===== src/rtl/pt_walker_pkg.sv =====
package pt_walker_pkg;

   typedef enum logic [1:0] {
      W_IDLE  = 2'd0,
      W_ISSUE = 2'd1,
      W_WAIT  = 2'd2,
      W_DONE  = 2'd3
   } walk_state_t;

   typedef struct packed {
      logic sup;
      logic wr;
      logic dirty;
      logic refd;
      logic present;
   } pte_flags_t;

   localparam int FLAG_PRESENT = 0;
   localparam int FLAG_REF     = 1;
   localparam int FLAG_DIRTY   = 2;
   localparam int FLAG_WR      = 3;
   localparam int FLAG_SUP     = 4;
   localparam int FLAG_COUNT   = 5;

endpackage


===== src/rtl/pt_addr_gen.sv =====
module pt_addr_gen #(
   parameter int PA_W      = 32,
   parameter int VPN_W     = 20,
   parameter int PTE_BYTES = 4
) (
   input  logic [VPN_W-1:0] vpn,
   input  logic [PA_W-1:0]  base,
   output logic [PA_W-1:0]  entry_addr
);
   localparam int SCALE_SH = $clog2(PTE_BYTES);
   localparam bit POW2     = ((1 << SCALE_SH) == PTE_BYTES);

   logic [PA_W-1:0] idx;
   logic [PA_W-1:0] offs;

   assign idx = PA_W'(vpn);

   generate
      if (POW2) begin : g_shift
         assign offs = idx << SCALE_SH;
      end else begin : g_mult
         assign offs = idx * PA_W'(PTE_BYTES);
      end
   endgenerate

   assign entry_addr = base + offs;
endmodule


===== src/rtl/pte_decode.sv =====
module pte_decode
   import pt_walker_pkg::*;
#(
   parameter int PTE_W     = 32,
   parameter int PAGE_BITS = 12
) (
   input  logic [PTE_W-1:0]           pte,
   output pte_flags_t                 flags,
   output logic [PTE_W-PAGE_BITS-1:0] ppn
);
   logic unused_rsvd;

   assign flags.present = pte[FLAG_PRESENT];
   assign flags.refd    = pte[FLAG_REF];
   assign flags.dirty   = pte[FLAG_DIRTY];
   assign flags.wr      = pte[FLAG_WR];
   assign flags.sup     = pte[FLAG_SUP];
   assign ppn           = pte[PTE_W-1:PAGE_BITS];

   generate
      if (PAGE_BITS > FLAG_COUNT) begin : g_rsvd
         assign unused_rsvd = ^pte[PAGE_BITS-1:FLAG_COUNT];
      end else begin : g_norsvd
         assign unused_rsvd = 1'b0;
      end
   endgenerate
endmodule


===== src/rtl/pt_walk_fsm.sv =====
module pt_walk_fsm
   import pt_walker_pkg::*;
(
   input  logic        clk,
   input  logic        rst_n,
   input  logic        req_valid,
   input  logic        mem_req_ready,
   input  logic        mem_rsp_valid,
   output walk_state_t state,
   output logic        accept,
   output logic        take_rsp
);
   walk_state_t nxt;

   always_comb begin
      nxt = state;
      unique case (state)
         W_IDLE:  if (req_valid)     nxt = W_ISSUE;
         W_ISSUE: if (mem_req_ready) nxt = W_WAIT;
         W_WAIT:  if (mem_rsp_valid) nxt = W_DONE;
         W_DONE:                     nxt = W_IDLE;
         default:                    nxt = W_IDLE;
      endcase
   end

   always_ff @(posedge clk) begin
      if (!rst_n) state <= W_IDLE;
      else        state <= nxt;
   end

   assign accept   = (state == W_IDLE) && req_valid;
   assign take_rsp = (state == W_WAIT) && mem_rsp_valid;
endmodule


===== src/rtl/pt_walker.sv =====
module pt_walker
   import pt_walker_pkg::*;
#(
   parameter int VA_W      = 32,
   parameter int PA_W      = 32,
   parameter int PTE_W     = 32,
   parameter int PAGE_BITS = 12,
   localparam int VPN_W    = VA_W - PAGE_BITS,
   localparam int PPN_W    = PTE_W - PAGE_BITS
) (
   input  logic             clk,
   input  logic             rst_n,
   input  logic             req_valid,
   output logic             req_ready,
   input  logic [VA_W-1:0]  req_vaddr,
   input  logic [PA_W-1:0]  ptbase,
   output logic             mem_req_valid,
   input  logic             mem_req_ready,
   output logic [PA_W-1:0]  mem_req_addr,
   input  logic             mem_rsp_valid,
   input  logic [PTE_W-1:0] mem_rsp_data,
   output logic             refill_valid,
   output logic [VPN_W-1:0] refill_vpn,
   output logic [PPN_W-1:0] refill_ppn,
   output logic             refill_ref,
   output logic             refill_dirty,
   output logic             refill_wr,
   output logic             refill_sup,
   output logic             fault,
   output logic [VA_W-1:0]  fault_vaddr
);
   localparam int PTE_BYTES = PTE_W / 8;

   generate
      if (PAGE_BITS <= FLAG_COUNT || PAGE_BITS >= VA_W) begin : g_bad_page
         $error("PAGE_BITS must leave room for the flags and a page number");
      end
      if (PTE_W % 8 != 0 || PTE_W <= PAGE_BITS) begin : g_bad_pte
         $error("PTE_W must be whole bytes and wider than the offset");
      end
      if (PA_W < VPN_W) begin : g_bad_pa
         $error("PA_W too narrow for the page index");
      end
   endgenerate

   walk_state_t     state;
   logic            accept;
   logic            take_rsp;
   logic [PA_W-1:0] addr_calc;
   logic [PA_W-1:0] addr_q;
   logic [VA_W-1:0] vaddr_q;
   pte_flags_t      flags_d, flags_q;
   logic [PPN_W-1:0] ppn_d, ppn_q;

   pt_walk_fsm u_fsm (
      .clk           (clk),
      .rst_n         (rst_n),
      .req_valid     (req_valid),
      .mem_req_ready (mem_req_ready),
      .mem_rsp_valid (mem_rsp_valid),
      .state         (state),
      .accept        (accept),
      .take_rsp      (take_rsp)
   );

   pt_addr_gen #(
      .PA_W      (PA_W),
      .VPN_W     (VPN_W),
      .PTE_BYTES (PTE_BYTES)
   ) u_addr (
      .vpn        (req_vaddr[VA_W-1:PAGE_BITS]),
      .base       (ptbase),
      .entry_addr (addr_calc)
   );

   pte_decode #(
      .PTE_W     (PTE_W),
      .PAGE_BITS (PAGE_BITS)
   ) u_dec (
      .pte   (mem_rsp_data),
      .flags (flags_d),
      .ppn   (ppn_d)
   );

   always_ff @(posedge clk) begin
      if (!rst_n) begin
         addr_q  <= '0;
         vaddr_q <= '0;
      end else if (accept) begin
         addr_q  <= addr_calc;
         vaddr_q <= req_vaddr;
      end
   end

   always_ff @(posedge clk) begin
      if (!rst_n) begin
         flags_q <= '0;
         ppn_q   <= '0;
      end else if (take_rsp) begin
         flags_q <= flags_d;
         ppn_q   <= ppn_d;
      end
   end

   assign req_ready     = (state == W_IDLE);
   assign mem_req_valid = (state == W_ISSUE);
   assign mem_req_addr  = addr_q;

   assign refill_valid = (state == W_DONE) &&  flags_q.present;
   assign fault        = (state == W_DONE) && !flags_q.present;
   assign refill_vpn   = vaddr_q[VA_W-1:PAGE_BITS];
   assign refill_ppn   = ppn_q;
   assign refill_ref   = flags_q.refd;
   assign refill_dirty = flags_q.dirty;
   assign refill_wr    = flags_q.wr;
   assign refill_sup   = flags_q.sup;
   assign fault_vaddr  = vaddr_q;
endmodule


===== config.mk =====
export PLATFORM = sky130hd
export DESIGN_NAME = pt_walker
export DESIGN_NICKNAME = d
export VERILOG_FILES = /design/src/rtl/pt_walker_pkg.sv /design/src/rtl/pt_addr_gen.sv /design/src/rtl/pte_decode.sv /design/src/rtl/pt_walk_fsm.sv /design/src/rtl/pt_walker.sv
export SDC_FILE = /design/constraint.sdc
export NUM_CORES = 1
export LEC_CHECK = 0
export ABC_AREA = 1
export BUFFER_PORTS_ARGS = -buffer_cell sky130_fd_sc_hd__buf_2
export CAP_MARGIN = 10
export CORE_UTILIZATION = 41
export CTS_BUF_LIST = sky130_fd_sc_hd__clkbuf_8
export CTS_CLUSTER_DIAMETER = 30
export DETAILED_ROUTE_END_ITERATION = 8
export PLACE_DENSITY = 0.68
export SYNTH_ARGS = -nofsm -noshare
export SYNTH_HDL_FRONTEND = slang
export SYNTH_SLANG_ARGS = --single-unit

===== constraint.sdc =====
create_clock -name clk -period 4.7 [get_ports clk]
set_input_delay 0.94 -clock clk [delete_from_list [all_inputs] [get_ports clk]]
set_output_delay 0.94 -clock clk [all_outputs]
set_load 0.02 [all_outputs]

### Word level (Yosys, flattened, before mapping)

Cells that the tools add are included.

* add/subtract/negate cells: 1
* equality and inequality tests: 6
* reduce and logical (&&, ||, !) cells: 7
* multiplexer cells: 4

Operators by type and width (count)
* adder 32 x 22 -> 32 bit: 1
* case mux 2 bit (4 select lines): 1
* 2-to-1 mux 2 bit: 3
* equality test 2 bit (second input constant): 2
* logical AND 1 bit: 4
* != test 2 bit (second input constant): 2
* AND reduction 3 bit: 1
* equality test 2 x 1 -> 1 bit (second input constant): 1
* zero test 2 bit: 1
* != test 2 x 1 -> 1 bit (second input constant): 1
* zero test 1 bit: 1

* output and inout bits: 112
* bits in registers: 91
* input bits: 101

### Depth between registers and ports, before layout

* depth after elaboration: 3
* mapped depth: 14
* depth with buffers taken out: 14

### Cells and area by module

Synthesis repeated with hierarchy kept, for this count alone.

* cell total of the unflattened synthesis: 1035
* area total of the unflattened synthesis: 6179.7 sq um

Modules (own cells, without submodules)
* pt_walker: area each 3877.5 sq um, cells an instance 591, sequential area each 1781.7 sq um, times used 1
* pt_addr_gen: area each 1945.6 sq um, cells an instance 392, sequential area each 0.0 sq um, times used 1
* pte_decode: area each 187.7 sq um, cells an instance 25, sequential area each 0.0 sq um, times used 1
* pt_walk_fsm: area each 168.9 sq um, cells an instance 27, sequential area each 40.0 sq um, times used 1

### Least setup slack after synthesis

No wires, ideal clock.

* path type: input to register
* start: input req_vaddr[12]
* end: register addr_q[30] (netlist: mem_req_addr[30])
* slack: 2.275 ns
* required time: 4.583 ns
* setup time: 0.117 ns
* stages on the path: 13
* arrival: 2.307 ns
* path through: ha_1 -> inv_1 -> fa_1 -> inv_1 -> nand3_1 -> nand3_1 -> nand3_1 -> nand2_1 -> nand2_1 -> nand3_1 -> nand2_1 -> nor2_1 -> nor2_1

* word-level cells in the longest chain between the ends: 1

Ends and longest elaborated chain
* from (decl): RTL line pt_walker.sv:15 `input logic [VA_W-1:0] req_vaddr,`
* adder 32 x 22 -> 32 bit: RTL line pt_addr_gen.sv:26 `assign entry_addr = base + offs;`
* to (signal assigned): RTL line pt_walker.sv:90 `addr_q <= addr_calc;`
* to (decl): RTL line pt_walker.sv:50 `logic [PA_W-1:0] addr_q;`

Every way passes these cells.
A chain may end at the register's enable or synchronous reset.

### Worst setup path after layout

* start: input req_vaddr[12]
* end: register addr_q[16] (netlist: mem_req_addr[16])

Same word-level chain as after synthesis.

==> flow_summary.rst <==
.. list-table::
   :header-rows: 1

   * - Metric
     - Value
   * - Result of the run
     - complete, no violations
   * - Overall power consumption
     - 0.002920 W
   * - Synthesized netlist cell count
     - 847
   * - Ranking of synthesized cells by instance count
     - sky130_fd_sc_hd__nor2_1, sky130_fd_sc_hd__nand2_1, sky130_fd_sc_hd__inv_1
   * - Cell taking the most area after synthesis
     - sky130_fd_sc_hd__dfxtp_1
   * - Number of core rows
     - 41
   * - Initial antenna violation count
     - 0
   * - Highest clock frequency the design can meet
     - 400.5 MHz
   * - Layout-stage area growth over the synthesis result
     - 22.24%
   * - Average vias per placed instance
     - 4.608
   * - Clock-pin slew reported for the worst setup and hold paths after clock tree synthesis
     - 0.09 ns
   * - Portion of the clock cycle consumed by the worst path in the final layout
     - 0.5313
   * - Final setup violation count
     - 0
   * - Buffer cell driving the clock tree root
     - sky130_fd_sc_hd__clkbuf_8
   * - Count of filler cells inserted in the layout
     - 1353
   * - Average cell area after synthesis
     - 6.324 µm²
   * - Synth Flop Type
     - sky130_fd_sc_hd__dfxtp_1
   * - Post-synthesis instance area
     - 5356 µm²
   * - Post-Route Setup TNS
     - 0 ns
   * - Register bit count reported by yosys
     - 91
   * - Max FO, Critical Path
     - 4
   * - Placer congestion estimate
     - 0.9029
   * - Endpoint of the most critical register-to-register path
     - mem_req_addr[5]
   * - Number of DRC violations after detailed routing
     - 0
   * - Warning count from the yosys run
     - 0
   * - Register cell area after layout
     - 1822 µm²
   * - Sequential-to-total area share from yosys stat
     - 0.3401
   * - Number of library cell types mapped by synthesis
     - 31
   * - Antenna fix cells
     - 0
   * - Die width
     - 116.3 µm
   * - Final hold violation count
     - 0
   * - Number of gates resized after cts
     - 0
   * - Total CTS buffers
     - 9
   * - Starting density of the core
     - 0.4227
   * - Sink of the worst hold path
     - refill_ppn[11]
   * - Worst Hold Path Cells
     - 2
   * - Iteration-0 DRC Markers
     - 417
   * - Detailed placer's ending HPWL
     - 11670 µm
   * - Area inside the core boundary
     - 12670 µm²
   * - Congestion Overflow GR
     - 0
   * - Hold buffer count at cts
     - 0
   * - Number of iterations in the first detailed-routing pass
     - 4
   * - Floorplan die height
     - 116.3 µm
   * - Combined area of the multi-input logic cells
     - 2829 µm²
   * - Post CTS Setup Buffer Count
     - 0
   * - Kind of start point of the critical path
     - primary input
   * - CTS tree
     - yes
   * - Min-delay src
     - refill_ppn[11]
   * - Die Area
     - 13530 µm²
   * - FFs w/ async S/R, synth
     - 0
   * - H-tree Lvls
     - 3
   * - Clk_lat worst skew
     - 0.37 ns
   * - Antenna-violating nets left
     - 0
   * - Largest cells by area after synthesis
     - sky130_fd_sc_hd__dfxtp_1, sky130_fd_sc_hd__nor2_1, sky130_fd_sc_hd__nand2_1, sky130_fd_sc_hd__inv_1, sky130_fd_sc_hd__o21ai_0
   * - Type of the setup path with the least slack
     - in2reg
   * - Proportion of layout cells with a drive suffix above 1
     - 0.2488
   * - Syn nets
     - 973
   * - Final Slew Violations
     - 0
   * - Worst Skew
     - 0.006598 ns
   * - Setup slack of the worst register-to-register path
     - 2.42 ns
   * - Clock period minus final worst setup slack
     - 2.497 ns
   * - Number of clock sinks
     - 91
   * - Cell with the most instances after synthesis
     - sky130_fd_sc_hd__nor2_1
   * - I/O pins
     - 213
   * - Worst IR Drop VDD
     - 0.1452 mV
   * - Deepest clock path buffer count
     - 2
   * - Pin count of the biggest net entering global routing
     - 67
   * - WL final
     - 15080 µm
   * - Fin nets
     - 1147
   * - Static leakage power
     - 3.706 nW
   * - Total vias in the final route
     - 5516
   * - Setup WS pre-CTS
     - 1.825 ns
   * - Worst-case reg-to-reg path depth
     - 10
   * - Endpoint type of the worst setup path
     - register
   * - Tot GR Track Use
     - 0.2275
   * - Req. time, crit path
     - 4.98 ns
   * - Power per unit of standard cell area
     - 446.0 nW/µm²
   * - Number of global-route vias before repair
     - 4948
   * - Data arrival time of the critical path
     - 2.78 ns
   * - Origin of the critical flop-to-flop path
     - u_fsm.state[0]
   * - Count of max-cap constraint violations
     - 0
   * - Portion of synthesized cell area occupied by the leading cell type
     - 0.3401
   * - Global-route wire length before repair
     - 23610 µm
   * - RSZ-0062 raised after global routing
     - no
   * - Transition at the pin with the smallest max-transition slack
     - 0.8228 ns
   * - Min-Delay Path Class
     - reg2reg
   * - Number of enable-type register cells in the synthesized netlist
     - 0
   * - Setup slack after layout
     - 2.203 ns
   * - Worst relative slew slack
     - 0.4481
   * - Avg WL per Cell
     - 12.59 µm
   * - Total of buffers placed on input and output ports
     - 205
==> cell usage in the layout, fill, tap and decap left out, types with 10 or more instances in the layout <==
master                       n
sky130_fd_sc_hd__nor2_1    197
sky130_fd_sc_hd__nand2_1   167
sky130_fd_sc_hd__nand2_2    10
sky130_fd_sc_hd__dfxtp_1    91
sky130_fd_sc_hd__nand3_1    50
sky130_fd_sc_hd__xor2_1     10
sky130_fd_sc_hd__a21oi_1    16
sky130_fd_sc_hd__ha_1       24
sky130_fd_sc_hd__buf_2     205
sky130_fd_sc_hd__o21ai_0    77
sky130_fd_sc_hd__inv_1     114
sky130_fd_sc_hd__clkbuf_8   10
==> critical path, stage by stage <==
cell	delay, ns
sky130_fd_sc_hd__buf_2	0.09
sky130_fd_sc_hd__ha_1	0.23
sky130_fd_sc_hd__inv_1	0.07
sky130_fd_sc_hd__fa_1	0.40
sky130_fd_sc_hd__inv_1	0.10
sky130_fd_sc_hd__nand3_1	0.07
sky130_fd_sc_hd__nand3_1	0.18
sky130_fd_sc_hd__nand2_1	0.07
sky130_fd_sc_hd__nand2_1	0.15
sky130_fd_sc_hd__nand3_1	0.11
sky130_fd_sc_hd__nand3_1	0.09
sky130_fd_sc_hd__nand3_1	0.13
sky130_fd_sc_hd__nand2_1	0.10
sky130_fd_sc_hd__inv_1	0.04
==> power breakdown <==
group	switching [W]	internal (W)	total (W)
Sequential	0.000104	0.000970	0.00107
Combinational	0.000910	0.000437	0.00135
Clock	0.000292	0.000207	0.000499
Total	0.00131	0.00161	0.00292
==> flip-flops by register name (all words and copies together) (netlist names), 2 cells and up <==
| name | cells |
|---|---|
| fault_vaddr | 32 |
| mem_req_addr | 32 |
| refill_ppn | 20 |
| u_fsm.state | 2 |
==> worst max path at each step <==
stage | from | to | cells past startpoint
finish | req_vaddr[12] | mem_req_addr[16] | 14
global route | req_vaddr[12] | mem_req_addr[30] | 14
CTS | req_vaddr[12] | mem_req_addr[30] | 14
detailed placement | req_vaddr[12] | mem_req_addr[30] | 14
global placement | req_vaddr[12] | mem_req_addr[30] | 14
floorplan | req_vaddr[12] | mem_req_addr[30] | 13
==> metrics by stage <==
step	utilization	hold slack, ns	cells	cell area (µm²)
floorplan	-	0.4778	847	5356
global placement	0.5029	0.4572	1182	6372
detailed placement	0.5029	0.4673	1182	6372
CTS	0.5167	0.4874	1197	6548
global route	0.5167	0.5160	1197	6548
finish	0.5167	0.4811	1197	6548
==> kinds of logic after synthesis <==
kind of cell | synth area share
simple gates | 0.3520
buf+inv | 0.1317
compound gates | 0.09998
flops | 0.3401
fa+ha+maj | 0.05980
xor+xnor | 0.01635
==> area by class of cell <==
type / count / share of cell area
multi-input cells: 590 / 0.4321
flip-flops and latches: 91 / 0.2782
repair buffers: 209 / 0.1613
inverters: 120 / 0.06879
well taps: 172 / 0.03287
clock buffers: 10 / 0.02102
clock inverters: 5 / 0.005733
==> metal layers <==
layer | GRT usage | up-vias | part of all wire
met1 | 0.2718 | 2381 | 0.44
li1 | - | 2947 | -
met5 | 0 | - | 0
met2 | 0.3929 | 163 | 0.46
met3 | 0.04722 | 25 | 0.073
met4 | 0.1000 | 0 | 0.023
Power figures use the tool's default switching activity.
